[src/rtl/mu_pkg.sv]
package mu_pkg;

    localparam int NCH = 4;
    localparam int DW  = 32;
    localparam int AW  = 6;

    localparam logic [AW-1:0] OFS_TX   = AW'(0);
    localparam logic [AW-1:0] OFS_RX   = AW'(16);
    localparam logic [AW-1:0] OFS_STAT = AW'(32);
    localparam logic [AW-1:0] OFS_CTRL = AW'(36);

    localparam int POS_GIP = 28;
    localparam int POS_RF  = 24;
    localparam int POS_TE  = 20;
    localparam int POS_REQ = 16;

    localparam logic [DW-1:0] EN_MASK = DW'(32'hFFF0_0000);

    typedef struct packed {
        logic          wr;
        logic          rd;
        logic [AW-1:0] addr;
        logic [DW-1:0] wdata;
    } bus_req_t;

    typedef struct packed {
        logic [NCH-1:0] gip;
        logic [NCH-1:0] rf;
        logic [NCH-1:0] te;
    } flags_t;

    function automatic int bitpos(input int base, input int ch);
        return base + (NCH - 1 - ch);
    endfunction

    function automatic logic [AW-1:0] slot_ofs(input logic [AW-1:0] base, input int ch);
        return base + AW'(4 * ch);
    endfunction

endpackage

[src/rtl/mu_lane.sv]
module mu_lane
    import mu_pkg::*;
(
    input  logic          clk,
    input  logic          rst,
    input  logic          push,
    input  logic [DW-1:0] push_data,
    input  logic          pop,
    input  logic          ring_set,
    input  logic          ring_clr,
    output logic [DW-1:0] slot_data,
    output logic          slot_full,
    output logic          ring_pend
);

    always_ff @(posedge clk) begin
        if (rst) begin
            slot_data <= '0;
            slot_full <= 1'b0;
            ring_pend <= 1'b0;
        end else begin
            if (push) begin
                slot_data <= push_data;
            end
            if (push) begin
                slot_full <= 1'b1;
            end else if (pop) begin
                slot_full <= 1'b0;
            end
            if (ring_set) begin
                ring_pend <= 1'b1;
            end else if (ring_clr) begin
                ring_pend <= 1'b0;
            end
        end
    end

endmodule

[src/rtl/mu_port.sv]
module mu_port
    import mu_pkg::*;
(
    input  logic                    clk,
    input  logic                    rst,
    input  bus_req_t                req,
    input  flags_t                  flg,
    input  logic [NCH-1:0][DW-1:0]  rx_data,
    input  logic [NCH-1:0]          peer_gip,
    output logic [NCH-1:0]          tx_wr,
    output logic [NCH-1:0]          rx_rd,
    output logic [NCH-1:0]          gip_clr,
    output logic [NCH-1:0]          req_set,
    output logic [NCH-1:0]          req_bits,
    output logic [DW-1:0]           rdata,
    output logic                    irq
);

    logic          stat_wr;
    logic          ctrl_wr;
    logic [DW-1:0] en_nxt;
    logic [DW-1:0] en_q;
    logic [DW-1:0] stat_word;
    logic [DW-1:0] ctrl_word;

    assign stat_wr = req.wr && (req.addr == OFS_STAT);
    assign ctrl_wr = req.wr && (req.addr == OFS_CTRL);
    assign en_nxt  = req.wdata & EN_MASK;

    for (genvar n = 0; n < NCH; n++) begin : g_dec
        assign tx_wr[n]   = req.wr && (req.addr == slot_ofs(OFS_TX, n));
        assign rx_rd[n]   = req.rd && (req.addr == slot_ofs(OFS_RX, n));
        assign gip_clr[n] = stat_wr && req.wdata[bitpos(POS_GIP, n)];
        assign req_set[n] = ctrl_wr && req.wdata[bitpos(POS_REQ, n)] && !req_bits[n];
    end

    always_ff @(posedge clk) begin
        if (rst) begin
            en_q <= '0;
        end else if (ctrl_wr) begin
            en_q <= en_nxt;
        end
    end

    always_ff @(posedge clk) begin
        for (int n = 0; n < NCH; n++) begin
            if (rst) begin
                req_bits[n] <= 1'b0;
            end else if (req_set[n]) begin
                req_bits[n] <= 1'b1;
            end else if (!peer_gip[n]) begin
                req_bits[n] <= 1'b0;
            end
        end
    end

    always_comb begin
        stat_word = '0;
        ctrl_word = en_q;
        for (int n = 0; n < NCH; n++) begin
            stat_word[bitpos(POS_GIP, n)] = flg.gip[n];
            stat_word[bitpos(POS_RF, n)]  = flg.rf[n];
            stat_word[bitpos(POS_TE, n)]  = flg.te[n];
            ctrl_word[bitpos(POS_REQ, n)] = req_bits[n];
        end
    end

    always_comb begin
        rdata = '0;
        for (int n = 0; n < NCH; n++) begin
            if (req.addr == slot_ofs(OFS_RX, n)) begin
                rdata = rx_data[n];
            end
        end
        if (req.addr == OFS_STAT) begin
            rdata = stat_word;
        end
        if (req.addr == OFS_CTRL) begin
            rdata = ctrl_word;
        end
    end

    assign irq = |(stat_word & en_q);

endmodule

[src/rtl/msg_unit.sv]
module msg_unit
    import mu_pkg::*;
(
    input  logic          clk,
    input  logic          rst,
    input  logic          a_wr_en,
    input  logic          a_rd_en,
    input  logic [5:0]    a_addr,
    input  logic [31:0]   a_wdata,
    output logic [31:0]   a_rdata,
    output logic          a_irq,
    input  logic          b_wr_en,
    input  logic          b_rd_en,
    input  logic [5:0]    b_addr,
    input  logic [31:0]   b_wdata,
    output logic [31:0]   b_rdata,
    output logic          b_irq
);

    bus_req_t               a_req, b_req;
    flags_t                 a_flg, b_flg;
    logic [NCH-1:0][DW-1:0] a_rx_data, b_rx_data;
    logic [NCH-1:0]         rf_a, rf_b, gip_a, gip_b, gir_a, gir_b;
    logic [NCH-1:0]         a_tx_wr, a_rx_rd, a_gip_clr, a_req_set;
    logic [NCH-1:0]         b_tx_wr, b_rx_rd, b_gip_clr, b_req_set;

    assign a_req = '{wr: a_wr_en, rd: a_rd_en, addr: a_addr, wdata: a_wdata};
    assign b_req = '{wr: b_wr_en, rd: b_rd_en, addr: b_addr, wdata: b_wdata};

    assign a_flg = '{gip: gip_a, rf: rf_a, te: ~rf_b};
    assign b_flg = '{gip: gip_b, rf: rf_b, te: ~rf_a};

    mu_port u_port_a (
        .clk      (clk),
        .rst      (rst),
        .req      (a_req),
        .flg      (a_flg),
        .rx_data  (a_rx_data),
        .peer_gip (gip_b),
        .tx_wr    (a_tx_wr),
        .rx_rd    (a_rx_rd),
        .gip_clr  (a_gip_clr),
        .req_set  (a_req_set),
        .req_bits (gir_a),
        .rdata    (a_rdata),
        .irq      (a_irq)
    );

    mu_port u_port_b (
        .clk      (clk),
        .rst      (rst),
        .req      (b_req),
        .flg      (b_flg),
        .rx_data  (b_rx_data),
        .peer_gip (gip_a),
        .tx_wr    (b_tx_wr),
        .rx_rd    (b_rx_rd),
        .gip_clr  (b_gip_clr),
        .req_set  (b_req_set),
        .req_bits (gir_b),
        .rdata    (b_rdata),
        .irq      (b_irq)
    );

    for (genvar n = 0; n < NCH; n++) begin : g_ch
        mu_lane u_a_to_b (
            .clk       (clk),
            .rst       (rst),
            .push      (a_tx_wr[n]),
            .push_data (a_wdata),
            .pop       (b_rx_rd[n]),
            .ring_set  (a_req_set[n]),
            .ring_clr  (b_gip_clr[n]),
            .slot_data (b_rx_data[n]),
            .slot_full (rf_b[n]),
            .ring_pend (gip_b[n])
        );
        mu_lane u_b_to_a (
            .clk       (clk),
            .rst       (rst),
            .push      (b_tx_wr[n]),
            .push_data (b_wdata),
            .pop       (a_rx_rd[n]),
            .ring_set  (b_req_set[n]),
            .ring_clr  (a_gip_clr[n]),
            .slot_data (a_rx_data[n]),
            .slot_full (rf_a[n]),
            .ring_pend (gip_a[n])
        );
    end

endmodule

[config.mk]
export PLATFORM = sky130hd
export DESIGN_NAME = msg_unit
export DESIGN_NICKNAME = d
export VERILOG_FILES = /design/src/rtl/mu_pkg.sv /design/src/rtl/mu_lane.sv /design/src/rtl/mu_port.sv /design/src/rtl/msg_unit.sv
export SDC_FILE = /design/constraint.sdc
export NUM_CORES = 1
export LEC_CHECK = 0
export BUFFER_PORTS_ARGS = -buffer_cell sky130_fd_sc_hd__buf_2
export CORE_UTILIZATION = 50
export CTS_BUF_LIST = sky130_fd_sc_hd__clkbuf_16
export DETAILED_ROUTE_END_ITERATION = 10
export PLACE_DENSITY = 0.77
export SYNTH_ARGS = -nofsm -noshare
export SYNTH_HDL_FRONTEND = slang
export SYNTH_SLANG_ARGS = --single-unit
[constraint.sdc]
create_clock -name clk -period 1.7 [get_ports clk]
set_input_delay 0.085 -clock clk [delete_from_list [all_inputs] [get_ports clk]]
set_output_delay 0.085 -clock clk [all_outputs]
set_load 0.1 [all_outputs]
-- Yosys cells after proc, flatten, opt, wreduce, memory -nomap -nowiden
Index checks and enable logic that the tools add are counted.
- register bits: 304
- bits in latches: 0
- bits in writable memories: 0
- ROM bits: 0
- input bits: 82
- output and inout bits: 66
- word-level logic and storage cells: 196
- memories: 0
- add/subtract/negate cells: 0
- multiply operators: 0
- div/mod/pow operators: 0
- $lt $le $gt $ge: 0
- eq/ne operators: 26
- shift-type cells: 0
- mux-type cells: 60
- bitwise gates (word level): 4
- reduce and logical (&&, ||, !) cells: 72
- operators with widths (cell ; count):
    $mux 32 ; 12
    $and 32x32->32 ; 2
    $reduce_or 32->1 ; 2
    $eq 6x5->1 const B ; 8
    $mux 1 ; 48
    $logic_and 1x1->1 ; 44
    $reduce_bool 2->1 ; 16
    $eq 6x4->1 const B ; 4
    $eq 6x6->1 const B ; 4
    $ne 2x1->1 const B ; 8
    $eq 6x3->1 const B ; 2
    $logic_not 6->1 ; 2
    $logic_not 1->1 ; 8
    $not 4->4 ; 2

-- Longest topological paths before layout
- depth in word-level cells: 7
- gate-level depth with buffers: 7
- depth with buffers taken out: 4

-- Cells and area by module
From an unflattened synthesis, not the netlist that was laid out.
- cells, all modules: 1320
- area, all modules: 14213.6 µm²
- by module, submodules not included (module ; times used ; cells an instance ; area an instance (µm²) ; sequential area each (µm²)):
    mu_lane ; 8 ; 112 ; 1239.9 ; 680.7
    mu_port ; 2 ; 208 ; 2132.0 ; 320.3
    msg_unit ; 1 ; 8 ; 30.0 ; 0.0

-- Worst setup path before layout
OpenSTA, ideal clock, no wires.
- kind: input port to output port
- start point: in b_addr[3]
- end point: out b_rdata[8]
- arrival time: 2.527 ns
- data required time: 1.615 ns
- path slack: -0.912 ns
- stages on the path: 6
- buffers on the path: 2
- cell sequence: nor4b_2 and2_1 clkbuf_2 buf_2 a22oi_1 a21oi_1
- cells in the longest elaborated chain, start to end: 7
- elaborated cells between the ends (all ways): 12
- classes of those cells: 6 x eq/ne; 6 x mux
- ends and longest elaborated chain (element ; RTL line ; text):
    start: declaration ; msg_unit.sv:14 ; input logic [5:0] b_addr,
    $eq 6x5->1 ; mu_port.sv:71 ; if (req.addr == slot_ofs(OFS_RX, n)) begin
    $mux 32 (4 in a row) ; mu_port.sv:71 ;
    $mux 32 ; mu_port.sv:75 ; if (req.addr == OFS_STAT) begin
    $mux 32 * ; mu_port.sv:78 ; if (req.addr == OFS_CTRL) begin
    end: declaration ; msg_unit.sv:16 ; output logic [31:0] b_rdata,
Mark *: on every way between the ends. The rest lies on a longest branch, timed or not.

-- Worst setup path in the final report
- start point: reg g_ch[0].u_a_to_b.slot_data[22]
- end point: out b_rdata[22]
- cells in the longest elaborated chain, start to end: 6
- ends and longest elaborated chain (element ; RTL line ; text):
    start: declaration ; mu_lane.sv:11 ; output logic [DW-1:0] slot_data,
    start signal: assignment ; mu_lane.sv:23 ; slot_data <= push_data;
    $mux 32 (4 in a row) ; mu_port.sv:71 ;
    $mux 32 ; mu_port.sv:75 ;
    $mux 32 ; mu_port.sv:78 ;
Every way passes these cells.

==> reports/qor.txt <==
STATUS
-------------------------------------------------------------------------------------
Result of the run                                                        finished, violations left
Failing checks                                                           setup timing

GLOBAL ROUTING
-------------------------------------------------------------------------------------
First-pass GRT wire length                                               70500 microns
Overall routing resource usage                                                  33.5%
Total congestion overflow                                                           0
Largest net degree at the start of global routing                                  57
Vias in the first global route                                                  13.2k
Number of antenna violations at the first check in global routing                   0

PWR
-------------------------------------------------------------------------------------
Leakage                                                                    0.00654 uW
Power consumption                                                            14900 uW
Worst ir drop on vdd                                                         0.835 mV
Power density of the placed cells                                         814 nW/um^2

PLACEMENT
-------------------------------------------------------------------------------------
Port Buffers                                                                      147
Cell count after placement                                                       2111
Final estimated routing congestion in global placement                          0.944
Final HPWL from detailed placement                                       28400 microns

CLOCK TREE
-------------------------------------------------------------------------------------
TritonCTS buffer count                                                             31
Number of buffers on the longest clock path                                         3
Clock net sink count                                                              304
H-tree levels                                                                       1
Clock latency of the later-clocked register in the worst-skew pair            0.56 ns
Clk slew on worst S/H paths                                                   0.06 ns
Clock tree root buffer cell                                                 clkbuf_16
TritonCTS clock tree                                                             done

TIMING
-------------------------------------------------------------------------------------
Fin Clk Skew                                                               0.00383 ns
Headroom to the max-slew limit                                                  64.6%
Maximum clock rate                                                            488 MHz
Crit share post-route                                                            121%
Total negative slack for setup checks                                        -5.40 ns
Min setup slack post-route                                                  -0.350 ns
Slew Limit Fails                                                                    0
Setup repair after global routing missed its margin                               yes
Transition time at the pin with the least slew margin                        0.529 ns
Number of hold-slack violations in the final timing report                          0
Final-layout worst hold slack                                               0.0275 ns
Final setup violating endpoints                                                    45
Final Critical Period                                                         2.05 ns

SETUP PATH
-------------------------------------------------------------------------------------
Worst setup EP type                                                      primary output
Data arrival time of the critical path                                        1.97 ns
CP max FO                                                                           2
Setup crit start kind                                                        register
Worst Path Class, Setup                                                  register to primary output
Data required time at the worst endpoint                                      1.62 ns

FINAL LAYOUT
-------------------------------------------------------------------------------------
Most frequent standard cell in the layout excluding fill and tap cells        nand2_1
Commonest cells after routing, fill and taps aside                       nand2_1, a21oi_1, dfxtp_1, buf_12, buf_2
Layout area overhead                                                            39.4%
Antenna cell count                                                                  0
Net total in the final layout                                                    1979
Non-filler cells in the finished layout                                          2249
Combined area of the multi-input logic cells                               7110 sq um
Share of final-layout standard cells stronger than drive strength 1             27.3%
Filler instances                                                                 1795
Total area of sequential cells                                             6180 sq um

YOSYS
-------------------------------------------------------------------------------------
Ys Warns                                                                            0
Number of nets produced by synthesis                                             1754
Fraction of registers with async set/reset                                         0%
Post-synthesis cell type with the largest combined area                       dfxtp_1
Dominant cells by area after synthesis                                   dfxtp_1, nand2_1, a21oi_1, mux4_2, clkbuf_1
Post-Synth Adder-Cell Area                                                         0%
Instance count of the mapped netlist                                             1672
Most used flip-flop cell after synthesis                                      dfxtp_1
Register area share after synthesis                                             46.4%
Share of the synthesized area in compound gates (AO/OA/AOI/OAI)                 19.0%
Total of flip-flops plus latches after synthesis                                  304
Simple-gate portion of the synthesized area                                     23.2%
Number of unique standard cell types used by synthesis                             50
Combinational family with the most area after synthesis                  simple AND/OR/NAND/NOR gates
Mapped Avg Cell Area                                                       7.84 sq um
Xor and xnor fraction of the mapped netlist area                                   0%
EDFF count, synth                                                                   0
Area share of the largest cell type after synthesis                             46.4%
Post-synthesis mux area share                                                   6.77%
Mapped cell area                                                          13100 sq um

FLOORPLANNING
-------------------------------------------------------------------------------------
Core ar.                                                                  25500 sq um
Vert. Die Dim                                                             164 microns
Die area                                                                  26900 sq um
Placement Rows                                                                     58
Die X-Extent                                                              164 microns
Top-Level Pins                                                                    148
Effective utilization at floorplan                                              51.5%

DRT
-------------------------------------------------------------------------------------
Wire length after detailed routing                                       45600 microns
Antenna-violating nets left                                                         0
Drt initial violations                                                           1629
TritonRoute pass-1 iters                                                            7
Post-route DRC violation count                                                      0
Count of vias placed by the detailed router                                     13.6k
Via/cell ratio                                                                   6.05
Detailed-route wire length per cell                                      20.3 microns

HOLD PATH
-------------------------------------------------------------------------------------
HP Class                                                                 input port to register

RUN
-------------------------------------------------------------------------------------
MaxCap Viol Count                                                                   0

==> metrics by stage <==
stage / utilization (%) / instance area [sq um] / worst slack [ns]
global route: 71.8 / 18300 / -0.375
floorplan: - / 13500 / -0.737
CTS: 71.0 / 18100 / -0.341
global placement: 62.3 / 15900 / -0.0157
finish: 71.8 / 18300 / -0.350
detailed placement: 62.3 / 15900 / -0.0147
==> cell usage after synthesis, types with 6 or more instances <==
cell and number:
o21ai_1 19, nand3b_1 8, a21oi_1 324, nor3_1 6, dfxtp_1 304, o2bb2ai_1 6, a2bb2oi_1 15, o21ai_0 21
nand2_1 629, buf_2 51, o221ai_1 6, mux2i_1 10, inv_1 13, nor2_1 23, a22oi_1 20, mux2_2 6
mux4_2 32, a22o_1 6, a221oi_1 6, and2_1 21, nand3_1 10, clkbuf_1 76
==> area by class of cell <==
class                           count  share of cell area (%)
Multi-Input combinational cell   1226                    38.9
Sequential cell                   304                    33.8
Timing Repair Buffer              320                    19.5
Clock buffer                       31                    4.24
Tap cell                          330                    2.26
Clock inverter                     24                   0.986
Inverter                           14                   0.308
==> flip-flops by register name, summed over array words and instances (netlist names) <==
signal / flops
g_ch.u_a_to_b.ring_pend: 4
g_ch.u_a_to_b.slot_data: 128
g_ch.u_a_to_b.slot_full: 4
g_ch.u_b_to_a.ring_pend: 4
g_ch.u_b_to_a.slot_data: 128
g_ch.u_b_to_a.slot_full: 4
u_port_a.en_q: 12
u_port_a.req_bits: 4
u_port_b.en_q: 12
u_port_b.req_bits: 4
==> critical path: stages (launching register included) <==
cell     delay (ns)
dfxtp_2        0.32
mux2_4         0.27
a22oi_2        0.20
o22ai_1        0.10
a221o_2        0.34
buf_12         0.17
==> worst paths after layout <==
| kind | to | cells past startpoint | slack (ns) | startpoint |
|---|---|---|---|---|
| hold / removal | g_ch[1].u_a_to_b.slot_data[13]$_SDFFE_PP0P_ | 2 | 0.03 | rst |
| hold reg to reg | g_ch[3].u_b_to_a.slot_data[3]$_SDFFE_PP0P_ | 2 | 0.45 | g_ch[3].u_b_to_a.slot_data[3]$_SDFFE_PP0P_ |
| setup / recovery | b_rdata[22] | 5 | -0.35 | g_ch[0].u_a_to_b.slot_data[22]$_SDFFE_PP0P_ |
| setup reg to reg | g_ch[1].u_a_to_b.slot_full$_SDFFE_PP0P_ | 4 | 0.81 | g_ch[1].u_a_to_b.slot_full$_SDFFE_PP0P_ |
==> cell families (layout without fill, tap and decap cells) <==
logic type,Yosys count,in the layout
buffers and inverters,142,389
AND/OR/NAND/NOR,734,734
flip-flops,304,304
AO/OA/AOI/OAI,444,444
multiplexers,48,48
==> metal layers <==
metal  vias up  track usage [%]  wire length, microns  part of all wire (%)
met5         -                0                     0                     0
met4         0             13.8                  1910                   4.2
met3       155             5.86                  4960                    11
met2       877             56.0                 21700                    47
met1      6470             42.8                 17100                    37
li1       6101                -                     -                     -
==> report_power, final <==
| part | total (uW) | switching [uW] | internal [uW] |
|---|---|---|---|
| combinational | 1110 | 670 | 444 |
| clock | 6600 | 2870 | 3730 |
| sequential | 7160 | 21.0 | 7140 |
| total | 14900 | 3560 | 11300 |
==> timing repair <==
item | in CTS | in global routing
gates resized for setup | 157 | 69
cloned | 0 | 0
endpoints found under the hold margin | 304 | 0
pin swaps | 29 | 15
endpoints found under the setup margin | 47 | 58
buffers inserted | 11 | 5
hold buffers | 67 | 0
Note: power is estimated with default switching activity, not from simulation.
